--- src/rtl/adma_pkg.sv ---
package adma_pkg;
  typedef enum logic [2:0] {
    ST_IDLE,
    ST_CHUNK,
    ST_LAUNCH,
    ST_BEAT,
    ST_WB
  } adma_state_e;

  localparam int LANES  = 4;
  localparam int WORD_W = 32;
endpackage

--- src/rtl/adma_min3.sv ---
module adma_min3 #(
  parameter int W = 16
) (
  input  logic [W-1:0] a,
  input  logic [W-1:0] b,
  input  logic [W-1:0] c,
  output logic [W-1:0] y
);
  logic [W-1:0] ab;
  always_comb begin
    ab = (a < b) ? a : b;
    y  = (ab < c) ? ab : c;
  end
endmodule

--- src/rtl/adma_lane_mask.sv ---
module adma_lane_mask #(
  parameter int W     = 16,
  parameter int LANES = 4
) (
  input  logic [W-1:0]     left,
  output logic [LANES-1:0] mask,
  output logic [W-1:0]     nbytes
);
  localparam logic [W-1:0] LANES_W = W'(LANES);

  assign nbytes = (left > LANES_W) ? LANES_W : left;

  for (genvar i = 0; i < LANES; i++) begin : g_lane
    assign mask[i] = (nbytes > W'(i));
  end
endmodule

--- src/rtl/adma_stream_port.sv ---
module adma_stream_port #(
  parameter bit IS_PLAYBACK = 1'b1,
  parameter int DATA_W      = 32,
  parameter int LANES       = 4
) (
  input  logic              clk,
  input  logic              rst,
  input  logic              beat_fire,
  input  logic [DATA_W-1:0] mem_rdata,
  input  logic [LANES-1:0]  beat_be,
  input  logic [DATA_W-1:0] stm_in_data,
  output logic              stm_out_valid,
  output logic [DATA_W-1:0] stm_out_data,
  output logic [LANES-1:0]  stm_out_be,
  output logic              stm_in_pop,
  output logic [DATA_W-1:0] mem_wdata,
  output logic              mem_write
);
  if (IS_PLAYBACK) begin : g_play
    logic              vld_q;
    logic [DATA_W-1:0] dat_q;
    logic [LANES-1:0]  be_q;
    always_ff @(posedge clk) begin
      if (rst) begin
        vld_q <= 1'b0;
        dat_q <= '0;
        be_q  <= '0;
      end else begin
        vld_q <= beat_fire;
        if (beat_fire) begin
          dat_q <= mem_rdata;
          be_q  <= beat_be;
        end
      end
    end
    logic unused_rec;
    assign unused_rec    = ^stm_in_data;
    assign stm_out_valid = vld_q;
    assign stm_out_data  = dat_q;
    assign stm_out_be    = be_q;
    assign stm_in_pop    = 1'b0;
    assign mem_wdata     = '0;
    assign mem_write     = 1'b0;
  end else begin : g_rec
    logic unused_play;
    assign unused_play   = ^{clk, rst, mem_rdata, beat_be};
    assign stm_out_valid = 1'b0;
    assign stm_out_data  = '0;
    assign stm_out_be    = '0;
    assign stm_in_pop    = beat_fire;
    assign mem_wdata     = stm_in_data;
    assign mem_write     = 1'b1;
  end
endmodule

--- src/rtl/audio_dma_chan.sv ---
module audio_dma_chan
  import adma_pkg::*;
#(
  parameter bit IS_PLAYBACK = 1'b1,
  parameter int ADDR_W      = 32,
  parameter int CNT_W       = 16,
  parameter int CHUNK_BYTES = 4096
) (
  input  logic              clk,
  input  logic              rst,
  input  logic              cfg_enable,
  input  logic              cfg_load,
  input  logic [ADDR_W-1:0] cfg_addr,
  input  logic [CNT_W-1:0]  cfg_count,
  input  logic              svc_req,
  input  logic [CNT_W-1:0]  stm_level,
  output logic              busy,
  output logic              irq_done,
  output logic [ADDR_W-1:0] cur_addr,
  output logic [CNT_W-1:0]  cur_count,
  output logic              mem_valid,
  input  logic              mem_ready,
  output logic              mem_write,
  output logic [ADDR_W-1:0] mem_addr,
  output logic [3:0]        mem_be,
  output logic [31:0]       mem_wdata,
  input  logic [31:0]       mem_rdata,
  output logic              stm_out_valid,
  output logic [31:0]       stm_out_data,
  output logic [3:0]        stm_out_be,
  input  logic [31:0]       stm_in_data,
  output logic              stm_in_pop
);
  localparam logic [CNT_W-1:0] CHUNK_C = CNT_W'(CHUNK_BYTES);

  adma_state_e       state_q;
  logic [ADDR_W-1:0] addr_q, mem_addr_q;
  logic [CNT_W-1:0]  count_q, budget_left_q, chunk_left_q, moved_q, beat_n_q;
  logic              mem_valid_q, busy_q, irq_q;
  logic [LANES-1:0]  mem_be_q;

  logic [CNT_W-1:0]  budget_now, chunk_now, lane_n;
  logic [LANES-1:0]  lane_mask;
  logic              beat_fire;

  adma_min3 #(.W(CNT_W)) u_budget (
    .a(count_q), .b(stm_level), .c({CNT_W{1'b1}}), .y(budget_now)
  );

  adma_min3 #(.W(CNT_W)) u_chunk (
    .a(budget_left_q), .b(CHUNK_C), .c(stm_level), .y(chunk_now)
  );

  adma_lane_mask #(.W(CNT_W), .LANES(LANES)) u_mask (
    .left(chunk_left_q), .mask(lane_mask), .nbytes(lane_n)
  );

  assign beat_fire = mem_valid_q & mem_ready;

  adma_stream_port #(.IS_PLAYBACK(IS_PLAYBACK), .DATA_W(WORD_W), .LANES(LANES)) u_port (
    .clk(clk), .rst(rst), .beat_fire(beat_fire), .mem_rdata(mem_rdata),
    .beat_be(mem_be_q), .stm_in_data(stm_in_data),
    .stm_out_valid(stm_out_valid), .stm_out_data(stm_out_data),
    .stm_out_be(stm_out_be), .stm_in_pop(stm_in_pop),
    .mem_wdata(mem_wdata), .mem_write(mem_write)
  );

  always_ff @(posedge clk) begin
    if (rst) begin
      state_q       <= ST_IDLE;
      addr_q        <= '0;
      count_q       <= '0;
      budget_left_q <= '0;
      chunk_left_q  <= '0;
      moved_q       <= '0;
      beat_n_q      <= '0;
      mem_valid_q   <= 1'b0;
      mem_addr_q    <= '0;
      mem_be_q      <= '0;
      busy_q        <= 1'b0;
      irq_q         <= 1'b0;
    end else begin
      irq_q <= 1'b0;
      case (state_q)
        ST_IDLE: begin
          if (cfg_load) begin
            addr_q  <= cfg_addr;
            count_q <= cfg_count;
          end else if (svc_req && cfg_enable && (budget_now != '0)) begin
            budget_left_q <= budget_now;
            moved_q       <= '0;
            busy_q        <= 1'b1;
            state_q       <= ST_CHUNK;
          end
        end
        ST_CHUNK: begin
          if (!cfg_enable || (chunk_now == '0)) begin
            state_q <= ST_WB;
          end else begin
            chunk_left_q <= chunk_now;
            state_q      <= ST_LAUNCH;
          end
        end
        ST_LAUNCH: begin
          mem_valid_q <= 1'b1;
          mem_addr_q  <= addr_q + ADDR_W'(moved_q);
          mem_be_q    <= lane_mask;
          beat_n_q    <= lane_n;
          state_q     <= ST_BEAT;
        end
        ST_BEAT: begin
          if (beat_fire) begin
            mem_valid_q   <= 1'b0;
            moved_q       <= moved_q + beat_n_q;
            budget_left_q <= budget_left_q - beat_n_q;
            chunk_left_q  <= chunk_left_q - beat_n_q;
            if (!cfg_enable || (budget_left_q == beat_n_q)) begin
              state_q <= ST_WB;
            end else if (chunk_left_q == beat_n_q) begin
              state_q <= ST_CHUNK;
            end else begin
              state_q <= ST_LAUNCH;
            end
          end
        end
        ST_WB: begin
          addr_q  <= addr_q + ADDR_W'(moved_q);
          count_q <= count_q - moved_q;
          irq_q   <= cfg_enable && (count_q == moved_q);
          busy_q  <= 1'b0;
          state_q <= ST_IDLE;
        end
        default: state_q <= ST_IDLE;
      endcase
    end
  end

  assign busy      = busy_q;
  assign irq_done  = irq_q;
  assign cur_addr  = addr_q;
  assign cur_count = count_q;
  assign mem_valid = mem_valid_q;
  assign mem_addr  = mem_addr_q;
  assign mem_be    = mem_be_q;
endmodule

--- config.mk ---
export PLATFORM = sky130hd
export DESIGN_NAME = audio_dma_chan
export DESIGN_NICKNAME = d
export VERILOG_FILES = /design/src/rtl/adma_pkg.sv /design/src/rtl/adma_min3.sv /design/src/rtl/adma_lane_mask.sv /design/src/rtl/adma_stream_port.sv /design/src/rtl/audio_dma_chan.sv
export SDC_FILE = /design/constraint.sdc
export NUM_CORES = 1
export LEC_CHECK = 0
export BUFFER_PORTS_ARGS = -buffer_cell sky130_fd_sc_hd__buf_2
export CAP_MARGIN = 30
export CORE_MARGIN = 3
export CORE_UTILIZATION = 55
export CTS_BUF_LIST = sky130_fd_sc_hd__clkbuf_16
export CTS_CLUSTER_SIZE = 12
export DETAILED_ROUTE_END_ITERATION = 6
export PLACE_DENSITY = 0.81
export SLEW_MARGIN = 20
export SYNTH_ARGS = -nofsm -noshare
export SYNTH_HDL_FRONTEND = slang
export SYNTH_SLANG_ARGS = --single-unit
--- constraint.sdc ---
create_clock -name clk -period 4.3 [get_ports clk]
set_clock_uncertainty 0.15 [all_clocks]
set_input_delay 0.215 -clock clk [delete_from_list [all_inputs] [get_ports clk]]
set_output_delay 0.215 -clock clk [all_outputs]
set_load 0.02 [all_outputs]
==> reports/qor.txt <==
status -> complete, no violations
clk root buf -> clkbuf_16
cts repair resizes -> 0
row count -> 55
Top cell by count, worst path -> a21o_1
worst-margin pin slew -> 820 ps
vias in the first global route -> 13.0k
Top FF cell, synth -> dfxtp_1
switching power -> 1450 µW
Worst slew margin -> 0.452
mapped cell area -> 0.0128 mm²
setup repair bufs after CTS -> 0
CTS tree -> done
share of flip-flops with an asynchronous set or reset -> 0
Max-Cap Viols -> 0
met2 Use GR -> 0.545
Startpoint Class -> flip-flop
Skew-Pair Late Insertion Delay -> 440 ps
Ys Warns -> 0
routability cong. -> 0.941
initial antenna violation count -> 0
Post-Synthesis Cells -> 1657
CP max stage delay -> 450 ps
Reg clk slew, reported paths -> 80 ps
Antenna Cells -> 0
Max Freq -> 268 MHz
CP Max Fanout -> 12
placed cell areas -> 0.0140 mm²
routing usage on met1 -> 0.405
TNS Setup -> 0 ps
reg2reg setup slack -> 570 ps
post-DP HPWL -> 29.8 mm
Hold Path Class -> in -> reg
die height -> 158 µm
Yosys top cell area share -> 0.300
Post-layout nets -> 2161
endpoints failing setup -> 0
Clock Tree Buf Depth -> 2
Most Crowded Layer GR -> met2
Yosys reg bits -> 191
crit path DAT -> 3920 ps
most numerous cell in the Yosys netlist -> nand2_1
Post-synth EDFFs -> 0
drt first pass iters -> 6
Max H-tree Level -> 4
worst-path cell chain -> nor4_4 > buf_4 > and2_1 > ha_1 > a21o_1 > a211o_1 > o31a_2 > o21ai_1 > a21o_1 > nand2_1 > o221a_2
met3 usage -> 0.0587
PnR Total Power -> 4480 µW
largest net degree at the start of global routing -> 70
Buffers & Inverters on Critical Path -> 1
min cycle time layout -> 3730 ps
R2R depth -> 11
Yosys top cell by area -> dfxtp_1
DRC viols -> 0
slowest stage cell, crit path -> nor4_4
Sequential Power Share -> 0.424
clock net sink count -> 191
WL final -> 42.3 mm
GR Overflow Total -> 0
syn_area_per_cell -> 7.70 µm²
Max Slew Vio Count -> 0
first-pass GRT wire length -> 65.6 mm
PwrDens -> 292 mW/mm²
PortBufs -> 225
period utilization -> 0.867
Final Hold Viols -> 0
commonest cells in the synthesized netlist -> 241 x nand2_1, 191 x dfxtp_1, 178 x a21oi_1, 106 x ha_1, 90 x nor2_1
vias per inst -> 6.24
post-route ant nets -> 0
Critical Path End Type -> flip-flop
worst hold path depth -> 5
WL/cell -> 19.1 µm
ranking of synthesized cells by area -> dfxtp_1 30%, ha_1 10%, nand2_1 7.1%
CTS Buf Count -> 17
die area -> 0.0250 mm²
GRT Overall Usage -> 0.326
die width -> 158 µm
Iter 0 DRT Violations -> 1550
initial core utilization -> 0.561
critical path depth -> 11
clock network power share -> 0.363
Layout area overhead -> 20.3%
peak supply drop -> 0.263 mV
CP Class -> reg -> reg
Pleak -> 0.00669 µW
RSZ-0062 raised after global routing -> false
post-route cell area -> 0.0153 mm²
share of layout cells above drive strength 1 -> 0.165
Ports -> 292
Combinational Power Share -> 0.213
Core Region -> 0.0227 mm²
Seq/Total Area, Yosys -> 0.300
detailed-route via count -> 13.8k
cell-internal power -> 3030 µW
delay-heaviest family, CP -> compound AO/OA/AOI/OAI gates
CTS hold repair buffers -> 76
Worst Path Required -> 4490 ps
Unique masters post-synth -> 85
sw frac -> 0.323
==> worst paths after layout <==
kind	startpoint	endpoint
worst max register to register	budget_left_q[12]	chunk_left_q[13]
worst min-delay path	cfg_count[13]	cur_count[13]
worst max-delay path	budget_left_q[12]	chunk_left_q[13]
worst min register to register	u_port.stm_out_data[8]	u_port.stm_out_data[8]
==> tightest hold or removal path, cell delays in order <==
cell	delay (ps)
buf_2	90
nand2_1	60
nand3_1	80
nand2_1	70
a21oi_1	40
==> final cells by class <==
cell class                 count  area [µm²]
clock buffer                  17         425
clock inverter                15         176
fill                        1826        7370
inverter                      74         278
multi-input combinational   1304        8190
sequential                   191        3820
tap                          285         357
timing repair buffer         328        2090
==> per-layer routing <==
| layer | part of all wire | up-vias |
|---|---|---|
| li1 | - | 6450 |
| met1 | 0.39 | 6468 |
| met2 | 0.48 | 731 |
| met3 | 0.083 | 156 |
| met4 | 0.049 | 0 |
| met5 | 0 | - |
==> sequential cells by signal, summed over array words and instances (netlist names) <==
| name | flops |
|---|---|
| budget_left_q | 16 |
| u_port.stm_out_be | 4 |
| beat_n_q | 16 |
| mem_be | 4 |
| moved_q | 16 |
| irq_done | 1 |
| mem_valid | 1 |
| cur_addr | 32 |
| mem_addr | 32 |
| busy | 1 |
| u_port.stm_out_data | 32 |
| u_port.stm_out_valid | 1 |
| cur_count | 16 |
| chunk_left_q | 16 |
| state_q | 3 |
==> stage by stage <==
step	util	instances	setup slack, ps	hold WS [ps]
floorplan	-	1693	1170	171
global placement	0.614	2102	698	289
detailed placement	0.615	2104	609	294
CTS	0.675	2212	602	0.427
global route	0.676	2214	368	42.0
finish	0.676	2214	570	4.11
==> cell usage in the layout (no fill, tap or decap), types with 39 or more instances in the layout <==
cell type,count
xnor2_1,39
nor3_1,44
a21oi_1,178
ha_1,106
inv_1,73
nand2_1,240
o21ai_0,76
dfxtp_1,191
buf_2,226
nand3_1,78
dlygate4sd3_1,76
nor2_1,89
==> power groups by stage <==
stage,combinational (µW),clock (µW),sequential [µW]
finish,954,1630,1900
global route,1040,1700,1900
CTS,928,1640,1890
detailed placement,866,0,1940
global placement,851,0,1930
floorplan,591,0,1960
==> cell families (layout without fill, tap and decap cells) <==
| group | after synthesis | count (layout) | synth area share |
|---|---|---|---|
| flip-flops | 191 | 191 | 0.300 |
| XOR/XNOR | 69 | 69 | 0.0474 |
| AND/OR/NAND/NOR | 594 | 594 | 0.219 |
| AO/OA/AOI/OAI | 487 | 487 | 0.246 |
| buffers and inverters | 198 | 434 | 0.0702 |
| multiplexers | 6 | 6 | 0.00510 |
| adder cells (fa/ha/maj) | 111 | 111 | 0.112 |
| other | 1 | 37 | 0.000294 |
No activity file was read; power rests on OpenSTA's default activity.
